$ cat src/rtl/srm_pkg.sv
package srm_pkg;
   typedef enum logic [2:0] {
      ST_IDLE,
      ST_LEAD,
      ST_XFER,
      ST_TAIL,
      ST_GAP
   } srm_state_t;
endpackage

$ cat src/rtl/srm_sclk_tick.sv
// Half-period strobe generator: tick every HALF system clocks while run is high.
module srm_sclk_tick #(
   parameter int HALF = 2
) (
   input  logic clk,
   input  logic rst_n,
   input  logic run,
   output logic tick
);
   localparam int CW = (HALF > 1) ? $clog2(HALF) : 1;
   localparam logic [CW-1:0] LAST = CW'(HALF - 1);

   logic [CW-1:0] cnt;

   always_ff @(posedge clk or negedge rst_n) begin
      if (!rst_n)
         cnt <= '0;
      else if (!run || cnt == LAST)
         cnt <= '0;
      else
         cnt <= cnt + 1'b1;
   end

   assign tick = run && (cnt == LAST);
endmodule

$ cat src/rtl/srm_crc8.sv
// Bit-serial CRC-8, MSB first, polynomial chosen by parameter.
module srm_crc8 #(
   parameter logic [7:0] POLY = 8'h07,
   parameter logic [7:0] INIT = 8'h00
) (
   input  logic       clk,
   input  logic       rst_n,
   input  logic       clr,
   input  logic       en,
   input  logic       din,
   output logic [7:0] crc
);
   logic       fb;
   logic [7:0] nxt;

   assign fb = crc[7] ^ din;

   for (genvar i = 0; i < 8; i++) begin : g_tap
      if (i == 0) begin : g_lsb
         assign nxt[i] = fb & POLY[i];
      end else begin : g_up
         assign nxt[i] = crc[i-1] ^ (fb & POLY[i]);
      end
   end

   always_ff @(posedge clk or negedge rst_n) begin
      if (!rst_n)
         crc <= INIT;
      else if (clr)
         crc <= INIT;
      else if (en)
         crc <= nxt;
   end
endmodule

$ cat src/rtl/spi_reg_master.sv
module spi_reg_master
   import srm_pkg::*;
#(
   parameter int         CLK_DIV  = 4,
   parameter int         ADDR_W   = 7,
   parameter int         DATA_W   = 24,
   parameter logic [7:0] CRC_POLY = 8'h07,
   parameter logic [7:0] CRC_INIT = 8'h00
) (
   input  logic              clk,
   input  logic              rst_n,
   input  logic              req,
   input  logic [ADDR_W-1:0] req_addr,
   input  logic              req_rd,
   input  logic [DATA_W-1:0] req_wdata,
   input  logic              req_crc_en,
   output logic              busy,
   output logic              done,
   output logic [DATA_W-1:0] rdata,
   output logic              crc_err,
   output logic              sclk,
   output logic              mosi,
   output logic              cs_n,
   input  logic              miso
);
   localparam int HALF   = CLK_DIV / 2;
   localparam int CMD_W  = ADDR_W + 1;
   localparam int BASE_W = CMD_W + DATA_W;
   localparam int FULL_W = BASE_W + 8;
   localparam int RX_W   = DATA_W + 8;
   localparam int IDX_W  = $clog2(FULL_W);

   localparam logic [IDX_W-1:0] IDX_CMD_END   = IDX_W'(CMD_W);
   localparam logic [IDX_W-1:0] IDX_BASE      = IDX_W'(BASE_W);
   localparam logic [IDX_W-1:0] IDX_BASE_LAST = IDX_W'(BASE_W - 1);
   localparam logic [IDX_W-1:0] IDX_FULL_LAST = IDX_W'(FULL_W - 1);

   // elaboration-time parameter checks
   if (CLK_DIV < 2 || (CLK_DIV % 2) != 0) begin : g_bad_div
      $error("CLK_DIV must be an even number of at least 2");
   end
   if ((CMD_W % 8) != 0 || (DATA_W % 8) != 0) begin : g_bad_width
      $error("command and data fields must be whole bytes");
   end

   srm_state_t           state;
   logic                 sclk_q;
   logic                 cs_q;
   logic [FULL_W-1:0]    tx;
   logic [FULL_W-1:0]    tx_next;
   logic [RX_W-1:0]      rx;
   logic [IDX_W-1:0]     idx;
   logic [IDX_W-1:0]     last_idx;
   logic                 crc_on;
   logic                 rd_q;
   logic                 gap_half;
   logic                 done_q;
   logic                 err_q;
   logic [DATA_W-1:0]    rdata_q;

   logic                 run;
   logic                 tick;
   logic                 accept;
   logic                 rise;
   logic                 fall;
   logic                 crc_step;
   logic                 crc_bit;
   logic [7:0]           crc_val;
   logic [DATA_W-1:0]    rx_data;

   assign run    = (state != ST_IDLE);
   assign accept = req && (state == ST_IDLE);

   srm_sclk_tick #(.HALF(HALF)) u_tick (
      .clk  (clk),
      .rst_n(rst_n),
      .run  (run),
      .tick (tick)
   );

   assign rise     = tick && ((state == ST_LEAD) || (state == ST_XFER && !sclk_q));
   assign fall     = tick && (state == ST_XFER) && sclk_q;
   assign crc_step = rise && (idx < IDX_BASE);
   assign crc_bit  = (idx < IDX_CMD_END || !rd_q) ? tx[FULL_W-1] : miso;
   assign last_idx = crc_on ? IDX_FULL_LAST : IDX_BASE_LAST;

   srm_crc8 #(.POLY(CRC_POLY), .INIT(CRC_INIT)) u_crc (
      .clk  (clk),
      .rst_n(rst_n),
      .clr  (accept),
      .en   (crc_step),
      .din  (crc_bit),
      .crc  (crc_val)
   );

   // next transmit word: shift, and splice the trailer in behind the data on writes
   always_comb begin
      tx_next = {tx[FULL_W-2:0], 1'b0};
      if (!rd_q && crc_on && idx == IDX_BASE_LAST)
         tx_next[FULL_W-1 -: 8] = crc_val;
   end

   assign rx_data = crc_on ? rx[RX_W-1 -: DATA_W] : rx[DATA_W-1:0];

   always_ff @(posedge clk or negedge rst_n) begin
      if (!rst_n) begin
         state    <= ST_IDLE;
         sclk_q   <= 1'b0;
         cs_q     <= 1'b1;
         tx       <= '0;
         rx       <= '0;
         idx      <= '0;
         crc_on   <= 1'b0;
         rd_q     <= 1'b0;
         gap_half <= 1'b0;
         done_q   <= 1'b0;
         err_q    <= 1'b0;
         rdata_q  <= '0;
      end else begin
         done_q <= 1'b0;
         unique case (state)
            ST_IDLE: begin
               if (req) begin
                  tx     <= {req_addr, req_rd, (req_rd ? {DATA_W{1'b0}} : req_wdata), 8'h00};
                  rx     <= '0;
                  idx    <= '0;
                  crc_on <= req_crc_en;
                  rd_q   <= req_rd;
                  cs_q   <= 1'b0;
                  err_q  <= 1'b0;
                  state  <= ST_LEAD;
               end
            end
            ST_LEAD: begin
               if (rise) begin
                  sclk_q <= 1'b1;
                  rx     <= {rx[RX_W-2:0], miso};
                  state  <= ST_XFER;
               end
            end
            ST_XFER: begin
               if (rise) begin
                  sclk_q <= 1'b1;
                  rx     <= {rx[RX_W-2:0], miso};
               end else if (fall) begin
                  sclk_q <= 1'b0;
                  if (idx == last_idx) begin
                     state <= ST_TAIL;
                  end else begin
                     idx <= idx + 1'b1;
                     tx  <= tx_next;
                  end
               end
            end
            ST_TAIL: begin
               if (tick) begin
                  cs_q     <= 1'b1;
                  gap_half <= 1'b0;
                  state    <= ST_GAP;
               end
            end
            ST_GAP: begin
               if (tick) begin
                  if (gap_half) begin
                     state  <= ST_IDLE;
                     done_q <= 1'b1;
                     if (rd_q) begin
                        rdata_q <= rx_data;
                        err_q   <= crc_on && (rx[7:0] != crc_val);
                     end
                  end else begin
                     gap_half <= 1'b1;
                  end
               end
            end
            default: state <= ST_IDLE;
         endcase
      end
   end

   assign busy    = run;
   assign done    = done_q;
   assign rdata   = rdata_q;
   assign crc_err = err_q;
   assign sclk    = sclk_q;
   assign cs_n    = cs_q;
   assign mosi    = tx[FULL_W-1];
endmodule

$ cat config.mk
export PLATFORM = sky130hd
export DESIGN_NAME = spi_reg_master
export DESIGN_NICKNAME = d
export VERILOG_FILES = /design/src/rtl/srm_pkg.sv /design/src/rtl/srm_sclk_tick.sv /design/src/rtl/srm_crc8.sv /design/src/rtl/spi_reg_master.sv
export SDC_FILE = /design/constraint.sdc
export NUM_CORES = 1
export LEC_CHECK = 0
export ABC_CLOCK_PERIOD_IN_PS = 6600
export CORE_ASPECT_RATIO = 1.5
export CORE_UTILIZATION = 30
export DETAILED_ROUTE_END_ITERATION = 8
export GPL_ROUTABILITY_DRIVEN = 0
export GPL_TIMING_DRIVEN = 0
export SYNTH_ARGS = -nofsm -noshare
export SYNTH_HDL_FRONTEND = slang
export SYNTH_HIERARCHICAL = 1
export SYNTH_SLANG_ARGS = --single-unit
$ cat constraint.sdc
create_clock -name clk -period 6.6 [get_ports clk]
set_clock_uncertainty 0.15 [all_clocks]
set_input_delay 1.65 -clock clk [delete_from_list [all_inputs] [get_ports clk]]
set_output_delay 1.65 -clock clk [all_outputs]
set_load 0.01 [all_outputs]
==> reports/qor.yml, run 1 <==
grt_pass1_wl_mm: 22.8
resized_after_cts: 0
timing.final.setup_violations: 0
post-synth-top-area-cell: "dfrtp_1"
whs_ns: 0.322
hold_violations: 0
largest_stage_delay_on_the_critical_path_ns: 0.51
grt_antenna_before_repair: 0
cts_h_tree_depth: 4
dp_cells: 908
wirelength_mm: 13.5
share_of_async_settable_or_async_resettable_flops_after_synthesis_pct: 100
tightestPinTransition_ns: 0.731
cts_buffers: 17
clkLatencyLatePin_ns: 0.42
synth_edf_count: 0
outcome: "finished, final reports clean"
area_delta_synth_final_pct: 27.8
worstHoldPathType: "register to register"
post_drt_wl_per_cell_microns: 14.4
synth_top_cell_area_share_pct: 48.9
crit_path_max_fanout: 10
postSynth.topFlopCell: "dfrtp_1"
final_nets: 713
synth_seq_area_share_pct: 49.4
cts_tree: "built"
io_buffers: 65
fmax_mhz: 257
finalCritPeriodShare_pct: 59.1
clock_sinks: 113
layoutNonFillerInstCount: 939
most_used_cells_in_the_layout_excluding_fill_and_tap_cells: "112 x dfrtp_1, 89 x nand2_1, 64 x clkdlybuf4s50_1"
power.density_cell_area_mw_per_mm2: 248
postLayoutCoreUtil_pct: 39.3
start_util_pct: 30.8
timing.max_slew.rel_slack_pct: 51.2
arrival_ns: 2.10
netlist_area_sq_mm: 0.00573
fin_total_pwr_w: 0.00182
synth_seq_cells: 113
synth_cell_types: 48
cts_buffer_depth: 2
cp-end-kind: "output pin"
max_cap_violations: 0
design.core.area_sq_mm: 0.0186
holdBufCountCts: 0
grt_remaining_overflow: 0
grt_max_degree: 82
grt_util_all_layers_pct: 14.9
dr.first_iter.drc_count: 213
clkTransAtPathRegs_ns: 0.05
ir_drop_mv: 0.101
rows: 61
slew_viol_final: 0
synthesis.area_per_instance_sq_um: 9.71
final.min_clock_period_ns: 3.90
postCtsSetupBuffers: 0
first_global_vias: 4529
power_leakage_nw: 2.97
timing.critical_path.cells: "buf_6, clkbuf_1, or3_1, clkdlybuf4s50_1"
critical_path_class: "register to output pin"
cp-start-kind: "register"
fp.dieH_microns: 171
layout.cells.most_common: "dfrtp_1"
hpwl_mm: 9.65
layout_cells_sized_above_1_pct: 8.59
detail_route.drc_violations: 0
cts-root-buf: "clkbuf_16"
vias: 4524
synthTopCellsByArea: "dfrtp_1 49%, mux2i_1 9.6%, nand2_1 5.8%"
diodes: 0
yosys_warnings: 6
post_synth_inst_count: 590
design.die.area_sq_mm: 0.0197
routed_via_density: 4.82
postSynthNetCount: 628
drt_pre_antenna_iters: 4
dieWidth_microns: 115
antenna_violating_nets_post_route: 0
grt_setup_unrepaired: "no"
crit_path_top_delay_cell: "clkdlybuf4s50_1"
num_io_pins: 67
timing.critical_path.required_ns: 4.80
-- final cells by class --
cell class | instances | area (sq um)
clock inverter | 5 | 100
buffer | 51 | 245
inverter | 31 | 116
fill | 1899 | 11300
sequential | 113 | 2830
tap | 252 | 315
clock buffer | 26 | 499
timing repair buffer | 66 | 679
multi-input combinational | 395 | 2540
-- sequential cells by signal, indices dropped and copies added (netlist names), 3 cells and up --
register / cells
rdata: 24
state: 3
u_crc/crc: 8
rx: 32
tx: 32
idx: 6
-- synthesized netlist by cell type, drive strengths merged, types with 2 or more instances --
cell type / count
nand2: 89
or3b: 2
clkbuf: 36
mux2i: 55
nand3: 6
nor3b: 27
or3: 2
inv: 31
nor4: 3
o311ai: 2
a21oi: 30
or4: 2
xor2: 9
buf: 15
mux2: 13
nor4bb: 2
nor2: 16
nand4b: 2
o211ai: 19
a31oi: 4
o31ai: 31
dfrtp: 112
xnor2: 3
o21ai: 61
-- cell families after synthesis --
logic type                 Yosys count  synth area share [%]
buffers and inverters               82                  6.31
muxes                               68                  12.2
adders and majority gates            1                 0.218
AOI/OAI and AO/OA                  152                  16.0
DFF                                113                  49.4
and+or+nand+nor                    162                  14.1
xor gates and xnor gates            12                  1.83
-- stage by stage --
step / setup slack (ns) / area, sq um / TNS [ns]
floorplan: 3.20 / 5730 / 0
global placement: -0.827 / 6700 / -91.34
detailed placement: 2.51 / 6730 / 0
CTS: 2.65 / 7330 / 0
global route: 2.62 / 7330 / 0
finish: 2.70 / 7330 / 0
-- report_power, final --
group | switching [W] | internal [W]
registers | 0.0000345 | 0.000724
logic | 0.0000586 | 0.0000661
clock network | 0.000303 | 0.000629
-- metal layers --
layer / track usage [%] / wire [microns] / up-vias
li1: - / - / 2243
met1: 17.8 / 5860 / 2168
met2: 25.5 / 6890 / 86
met3: 3.24 / 449 / 27
met4: 6.72 / 321 / 0
met5: 0 / 0 / -
-- worst max-delay path, delay by kind of cell, from the launching register on --
family,cells,cell delay (ns)
buffers and inverters,3,0.86
AND/OR/NAND/NOR,1,0.45
flip-flops,1,0.37
-- final timing paths --
| check | to | cells after the start | slack [ns] | start |
|---|---|---|---|---|
| max reg2reg | rx[8] | 9 | 3.24 | state[2] |
| max in group asynchronous | cs_n | 2 | 4.61 | rst_n |
| min in group asynchronous | tx[21] | 1 | 0.96 | rst_n |
| min | rdata[4] | 2 | 0.32 | rdata[4] |
| max | busy | 4 | 2.70 | state[2] |
| min reg2reg | rdata[4] | 2 | 0.32 | rdata[4] |
Power figures use the tool's default switching activity.
==> run 2: changes to the inputs <==
--- a/config.mk
+++ b/config.mk
@@ -5,7 +5,7 @@
 export SDC_FILE = /design/constraint.sdc
 export NUM_CORES = 1
 export LEC_CHECK = 0
-export ABC_CLOCK_PERIOD_IN_PS = 6600
+export ABC_CLOCK_PERIOD_IN_PS = 3900
 export CORE_ASPECT_RATIO = 1.5
 export CORE_UTILIZATION = 30
 export DETAILED_ROUTE_END_ITERATION = 8
==> constraint.sdc (replaced) <==
create_clock -name clk -period 3.9 [get_ports clk]
set_clock_uncertainty 0.15 [all_clocks]
set_input_delay 0.975 -clock clk [delete_from_list [all_inputs] [get_ports clk]]
set_output_delay 0.975 -clock clk [all_outputs]
set_load 0.01 [all_outputs]
==> results of run 2 <==
The final DEF is identical to that of run 1. Status: finished, final reports clean.
Main changes from that run: setup slack after placement 2.51 ns -> 0.482 ns; setup slack after layout 2.70 ns -> 0.537 ns; hold slack 0.322 ns -> 0.287 ns; end point of the critical path busy -> rx[8]; register-to-register setup slack 3.24 ns -> 0.54 ns; total power 0.00182 W -> 0.00307 W; worst IR drop on VDD 0.101 mV -> 0.172 mV
